<file path="config.mk">
export PLATFORM = sky130hd
export DESIGN_NAME = spec_tag_tracker
export DESIGN_NICKNAME = d
export VERILOG_FILES = /design/src/rtl/spec_tag_pkg.sv /design/src/rtl/spec_rank_cmp.sv /design/src/rtl/spec_line_lookup.sv /design/src/rtl/spec_tag_tracker.sv
export SDC_FILE = /design/constraint.sdc
export NUM_CORES = 1
export LEC_CHECK = 0
export ABC_AREA = 1
export BUFFER_PORTS_ARGS = -buffer_cell sky130_fd_sc_hd__buf_2
export CORE_ASPECT_RATIO = 0.75
export CORE_MARGIN = 5
export CORE_UTILIZATION = 50
export CTS_BUF_LIST = sky130_fd_sc_hd__clkbuf_4 sky130_fd_sc_hd__clkbuf_8
export DETAILED_ROUTE_END_ITERATION = 8
export GPL_ROUTABILITY_DRIVEN = 0
export HOLD_SLACK_MARGIN = 0.08
export PLACE_DENSITY = 0.75
export SYNTH_ARGS = -nofsm -noshare
export SYNTH_HDL_FRONTEND = slang
export SYNTH_SLANG_ARGS = --single-unit
</file>
<file path="constraint.sdc">
create_clock -name clk -period 3.7 [get_ports clk]
set_clock_uncertainty 0.2 [all_clocks]
set_input_delay 0.74 -clock clk [delete_from_list [all_inputs] [get_ports clk]]
set_output_delay 0.74 -clock clk [all_outputs]
set_load 0.05 [all_outputs]
</file>
<file path="src/rtl/spec_tag_pkg.sv">
package spec_tag_pkg;
    // Relation of a snooped writer to the local thread
    typedef enum logic [1:0] {
        SNP_SELF    = 2'd0,
        SNP_EARLIER = 2'd1,
        SNP_LATER   = 2'd2
    } snp_class_e;
endpackage

</file>
<file path="src/rtl/spec_rank_cmp.sv">
module spec_rank_cmp #(
    parameter int RANK_W = 2
) (
    input  logic [RANK_W-1:0]       mine_i,
    input  logic [RANK_W-1:0]       theirs_i,
    output spec_tag_pkg::snp_class_e cls_o
);
    import spec_tag_pkg::*;
    // Smaller rank is less speculative
    always_comb begin
        if (theirs_i < mine_i)      cls_o = SNP_EARLIER;
        else if (theirs_i > mine_i) cls_o = SNP_LATER;
        else                        cls_o = SNP_SELF;
    end
endmodule

</file>
<file path="src/rtl/spec_line_lookup.sv">
module spec_line_lookup #(
    parameter int IDX_W = 3,
    parameter int TAG_W = 4,
    localparam int LINES  = 1 << IDX_W,
    localparam int ADDR_W = IDX_W + TAG_W
) (
    input  logic [ADDR_W-1:0]      addr_i,
    input  logic [LINES-1:0]       valid_i,
    input  logic [LINES*TAG_W-1:0] tags_i,
    output logic [IDX_W-1:0]       idx_o,
    output logic [TAG_W-1:0]       tag_o,
    output logic                   hit_o
);
    assign idx_o = addr_i[IDX_W-1:0];
    assign tag_o = addr_i[ADDR_W-1:IDX_W];
    assign hit_o = valid_i[idx_o] && (tags_i[idx_o*TAG_W +: TAG_W] == tag_o);
endmodule

</file>
<file path="src/rtl/spec_tag_tracker.sv">
module spec_tag_tracker #(
    parameter int IDX_W  = 3,
    parameter int TAG_W  = 4,
    parameter int RANK_W = 2,
    localparam int LINES  = 1 << IDX_W,
    localparam int ADDR_W = IDX_W + TAG_W
) (
    input  logic              clk,
    input  logic              rst_n,
    input  logic [RANK_W-1:0] my_rank_i,
    input  logic              acc_valid_i,
    input  logic              acc_store_i,
    input  logic [ADDR_W-1:0] acc_addr_i,
    input  logic              snp_valid_i,
    input  logic [RANK_W-1:0] snp_rank_i,
    input  logic [ADDR_W-1:0] snp_addr_i,
    input  logic              thr_commit_i,
    input  logic              thr_squash_i,
    output logic              viol_o,
    output logic [LINES-1:0]  inv_mask_o,
    output logic [LINES-1:0]  line_valid_o,
    output logic [LINES-1:0]  line_rd_o,
    output logic [LINES-1:0]  line_mod_o,
    output logic [LINES-1:0]  line_pinv_o
);
    import spec_tag_pkg::*;

    typedef struct packed {
        logic             valid;
        logic [TAG_W-1:0] tag;
        logic             rd;
        logic             md;
        logic             pinv;
    } line_t;

    typedef struct packed {
        line_t [LINES-1:0] lines;
        logic              viol;
        logic [LINES-1:0]  inv;
    } state_t;

    state_t st_d, st_q;

    // Flattened views of the array for lookups and outputs
    logic [LINES-1:0]       valid_vec;
    logic [LINES*TAG_W-1:0] tag_flat;

    generate
        for (genvar g = 0; g < LINES; g++) begin : g_flat
            assign valid_vec[g]                  = st_q.lines[g].valid;
            assign tag_flat[g*TAG_W +: TAG_W]    = st_q.lines[g].tag;
            assign line_valid_o[g]               = st_q.lines[g].valid;
            assign line_rd_o[g]                  = st_q.lines[g].rd;
            assign line_mod_o[g]                 = st_q.lines[g].md;
            assign line_pinv_o[g]                = st_q.lines[g].pinv;
        end
    endgenerate

    assign viol_o     = st_q.viol;
    assign inv_mask_o = st_q.inv;

    logic [IDX_W-1:0] acc_idx, snp_idx;
    logic [TAG_W-1:0] acc_tag, snp_tag;
    logic             acc_hit, snp_hit;
    snp_class_e       snp_cls;

    spec_line_lookup #(.IDX_W(IDX_W), .TAG_W(TAG_W)) u_acc_lu (
        .addr_i (acc_addr_i), .valid_i(valid_vec), .tags_i(tag_flat),
        .idx_o  (acc_idx),    .tag_o  (acc_tag),   .hit_o (acc_hit)
    );

    spec_line_lookup #(.IDX_W(IDX_W), .TAG_W(TAG_W)) u_snp_lu (
        .addr_i (snp_addr_i), .valid_i(valid_vec), .tags_i(tag_flat),
        .idx_o  (snp_idx),    .tag_o  (snp_tag),   .hit_o (snp_hit)
    );

    spec_rank_cmp #(.RANK_W(RANK_W)) u_rank (
        .mine_i (my_rank_i), .theirs_i(snp_rank_i), .cls_o(snp_cls)
    );

    logic snp_kill;
    logic acc_alloc;

    always_comb begin
        st_d      = st_q;
        st_d.viol = 1'b0;
        st_d.inv  = '0;
        snp_kill  = snp_valid_i && snp_hit && (snp_cls == SNP_EARLIER);
        acc_alloc = !acc_hit || (snp_kill && (snp_idx == acc_idx));

        if (thr_squash_i) begin
            // Discard speculative writes; keep pending pre-invalidates
            for (int i = 0; i < LINES; i++) begin
                if (st_d.lines[i].valid && st_d.lines[i].md) begin
                    st_d.inv[i]   = 1'b1;
                    st_d.lines[i] = '0;
                end
                st_d.lines[i].rd = 1'b0;
                st_d.lines[i].md = 1'b0;
            end
        end else if (thr_commit_i) begin
            // Apply deferred invalidations from later threads
            for (int i = 0; i < LINES; i++) begin
                if (st_d.lines[i].valid && st_d.lines[i].pinv) begin
                    st_d.inv[i]   = 1'b1;
                    st_d.lines[i] = '0;
                end
                st_d.lines[i].rd   = 1'b0;
                st_d.lines[i].md   = 1'b0;
                st_d.lines[i].pinv = 1'b0;
            end
        end else begin
            if (snp_valid_i && snp_hit) begin
                if (snp_cls == SNP_EARLIER) begin
                    st_d.inv[snp_idx]   = 1'b1;
                    st_d.viol           = st_q.lines[snp_idx].rd;
                    st_d.lines[snp_idx] = '0;
                end else if (snp_cls == SNP_LATER) begin
                    st_d.lines[snp_idx].pinv = 1'b1;
                end
            end
            if (st_d.viol) begin
                // Too-early read detected: drop all speculative data
                for (int i = 0; i < LINES; i++) begin
                    if (st_d.lines[i].valid && st_d.lines[i].md) begin
                        st_d.inv[i]   = 1'b1;
                        st_d.lines[i] = '0;
                    end
                    st_d.lines[i].rd = 1'b0;
                    st_d.lines[i].md = 1'b0;
                end
            end else if (acc_valid_i) begin
                if (acc_alloc) begin
                    st_d.lines[acc_idx]       = '0;
                    st_d.lines[acc_idx].valid = 1'b1;
                    st_d.lines[acc_idx].tag   = acc_tag;
                end
                if (acc_store_i) st_d.lines[acc_idx].md = 1'b1;
                else             st_d.lines[acc_idx].rd = 1'b1;
            end
        end
    end

    always_ff @(posedge clk) begin
        if (!rst_n) st_q <= '0;
        else        st_q <= st_d;
    end
endmodule

</file>
==> run_results.csv <==
group,metric,value,unit
power_and_ir_drop,p_int,1.25,mW
floorplan,die_h,99.7,um
setup_path,crit_slowest_cell,"inv_2",
floorplan,core-area,0.0104,mm^2
sta,tightest_slew,0.930,ns
setup_path,arrival,3.29,ns
power_and_ir_drop,switching_share,29.6,%
routing,vias,6115,
synthesis,synthArstFlopShare,0,%
power_and_ir_drop,pwr-share-comb,15.1,%
synthesis,syn_area,0.00537,mm^2
cts,cts_tree,"yes",
setup_path,crit_required,3.79,ns
min_path,hold_depth,2,
status,status,"finished, final reports clean",
grt,grt_pass1_wl,28600,um
routing,ant_nets,0,
routing,post_drt_wl_per_cell,16.6,um
setup_path,path_delay_family,"simple AND/OR/NAND/NOR gates",
finish,final_area,0.00577,mm^2
setup_path,crit_top_cell,"nor2_1",
sta,slew_violations,0,
synthesis,yosysSeqAreaShare,27.2,%
min_path,hold_path_startpoint,"st_q[46]",
synthesis,synth_edf_count,0,
floorplan,start_util,51.8,%
synthesis,synth_area_leader_cell,"dfxtp_1",
sta,min_period,3.20,ns
power_and_ir_drop,power_density,307,mW/mm^2
cts,cts_setup_buffers,0,
finish,antenna_cells,0,
grt,grt-ovfl-total,0,
setup_path,reg2reg_depth,17,
power_and_ir_drop,peakVddDrop,0.191,mV
sta,rsz0062_at_grt,"no",
synthesis,synth_xor_area_share,0.163,%
floorplan,ios,66,
sta,fmax,313,MHz
synthesis,synth_compound_area_share,15.2,%
power_and_ir_drop,clockPowerShare,39.5,%
synthesis,ys_top_cells_by_area,"dfxtp_1 27%, nand2_1 24%, nand3_1 7.6%, a21oi_1 7.4%, buf_4 6.0%",
cts,cts_num_sinks,73,
sta,finalSetupViolations,0,
grt,grt.total_usage,28.0,%
sta,holdWs,0.288,ns
place,pre_cts_slack,0.189,ns
synthesis,synth-seq-cells,73,
cts,cts_hold_buf,0,
synthesis,synth_mux_area_share,0,%
synthesis,synth_top_area_share,27.2,%
place,postPlaceCellArea,0.00555,mm^2
synthesis,yosys_warnings,0,
synthesis,synth_ff_type,"dfxtp_1",
power_and_ir_drop,power.total,1.77,mW
synthesis,avgSynthCellArea,5.85,um^2
finish,flow.area_growth_from_synthesis,7.43,%
cts,cts_root_buf,"clkbuf_8",
finish,drive_gt1_share,15.2,%
finish,post-route-util,55.6,%
place,place_hpwl,13400,um
grt,grt_pass1_vias,5456,
finish,final_cells,1083,
sta,slew_headroom,37.8,%
setup_path,path_class,"in -> reg",
sta,fin_setup_tns,0,ns
setup_path,start_kind,"input port",
synthesis,synth_top_family_by_area,"simple AND/OR/NAND/NOR gates",
setup_path,critPathMaxStageDelay,0.28,ns
floorplan,rows,32,
min_path,holdPathEnd,"st_q[46]",
place,place_inst,1067,
synthesis,synth_nets,945,
routing,wl,18000,um
setup_path,r2r-start,"line_valid_o[1]",
power_and_ir_drop,power.leakage,2.60,nW
grt,antenna_found_initial,0,
synthesis,synthTopCellsByCount,"348 x nand2_1, 82 x nand3_1, 79 x a21oi_1, 76 x inv_1, 73 x dfxtp_1",
routing,drc_errors,0,
routing,viasPerCell,5.65,
grt,grt_max_degree,44,
synthesis,synthDistinctLibCells,39,
cts,cts_resized,0,
synthesis,synthAdderAreaFrac,0.466,%
cts,clock_latency,0.36,ns
cts,numCtsBuffers,9,
floorplan,die_x,130,um
power_and_ir_drop,power_switching,0.524,mW
synthesis,synthCells,918,
place,port_buffers,65,
setup_path,worstReg2RegEnd,"st_q[53]",
setup_path,worstSetupEndpointType,"register",
finish,final_nets,969,
floorplan,dieArea,0.0129,mm^2
setup_path,path_cells,"buf_2, inv_2, nor2_1, a21boi_0, nand3_1, nor2_1, nand2_1, nor2_2, nand2_4, buf_4, nor2_8, nand2_2, nand2_1, nor2_1, nor2_2, nand3_1, a21oi_1",
min_path,hp-class,"reg -> reg",
power_and_ir_drop,seqPwrFrac,45.3,%
cts,htree_levels,3,
flow_run,cap_violations,0,
cts,clock_path_buffers,2,
synthesis,yosysMostFrequentCell,"nand2_1",
routing,drtIter0Drc,851,
sta,worst_slack,0.500,ns
sta,hold_violations,0,
setup_path,critPathBufInv,3,
routing,drtPass1Iterations,5,
setup_path,reg2reg_slack,0.86,ns
sta,fin_crit_sh,86.5,%
setup_path,worstPathMaxFanout,20,
synthesis,yosys.area_share.simple,41.9,%
cts,path_clk_slew,0.08,ns
[power groups by stage]
stage | clock [mW] | combinational, mW | sequential [mW]
CTS | 0.711 | 0.261 | 0.802
floorplan | 0 | 0.184 | 0.818
detailed placement | 0 | 0.260 | 0.821
finish | 0.700 | 0.268 | 0.803
global placement | 0 | 0.258 | 0.821
global route | 0.744 | 0.293 | 0.804
[flip-flops by register name, summed over array words and instances, names as in the netlist]
register      cells
line_rd_o         8
line_valid_o      8
line_pinv_o       8
inv_mask_o        8
viol_o            1
st_q             32
line_mod_o        8
[worst reg2reg max path, stage by stage, from the launching register on]
cell	delay (ns)
dfxtp_1	0.47
inv_1	0.13
nand3_1	0.10
nand2_1	0.05
inv_1	0.10
nand3_1	0.08
nor2_1	0.15
nand2_1	0.09
nor2_2	0.15
nand2_4	0.16
buf_4	0.22
nor2_8	0.16
nand2_2	0.14
nand2_1	0.10
nor2_1	0.06
nor2_2	0.16
nand3_1	0.10
a21oi_1	0.13
[layer usage]
metal / vias to the layer above / wire, um / global-route usage [%]
met1: 2695 / 7600 / 40.2
met3: 43 / 2300 / 6.23
li1: 2956 / - / -
met2: 421 / 7620 / 42.1
met4: 0 / 424 / 8.07
met5: - / 0 / 0
[cells by family (layout without fill, tap and decap cells)]
family | Yosys count | after routing
AOI/OAI and AO/OA | 149 | 149
xor gates and xnor gates | 1 | 1
adders and majority gates | 2 | 2
buffers and inverters | 169 | 198
DFF | 73 | 73
and+or+nand+nor | 524 | 524
[area by class of cell]
class / instances / area [um^2]
fillers: 1097 / 4600
well taps: 136 / 170
flip-flops and latches: 73 / 1460
multi-input cells: 676 / 3100
inverters: 104 / 390
clock inverters: 6 / 82.6
repair buffers: 78 / 435
clock buffers: 10 / 131
[worst max-delay path by stage]
stage / startpoint / depth (start not counted) / endpoint / slack, ns
final: snp_addr_i[0] / 17 / st_q[53] / 0.50
after global routing: snp_addr_i[0] / 17 / st_q[55] / 0.25
after CTS: snp_addr_i[0] / 17 / st_q[55] / 0.58
after detailed placement: snp_addr_i[0] / 17 / st_q[53] / 0.19
after global placement: snp_addr_i[0] / 17 / st_q[54] / 0.27
after floorplan: snp_addr_i[0] / 15 / line_pinv_o[0] / 0.91
[layout by cell type (no fill, tap or decap), types with 3 or more instances in the layout]
master	n
nand2_1	348
or2_2	5
nand4_1	10
o22ai_1	3
o21ai_0	35
buf_4	12
a21oi_1	79
o31ai_1	6
clkbuf_8	9
nor2_2	13
a22o_1	4
inv_1	76
nor2_1	36
nand3b_1	6
nand3_1	82
dfxtp_1	73
clkinv_2	3
a2111oi_0	5
nor3_1	11
o21ai_1	10
buf_2	65
clkinv_1	4
inv_2	24
(Power assumes the default switching activity.)
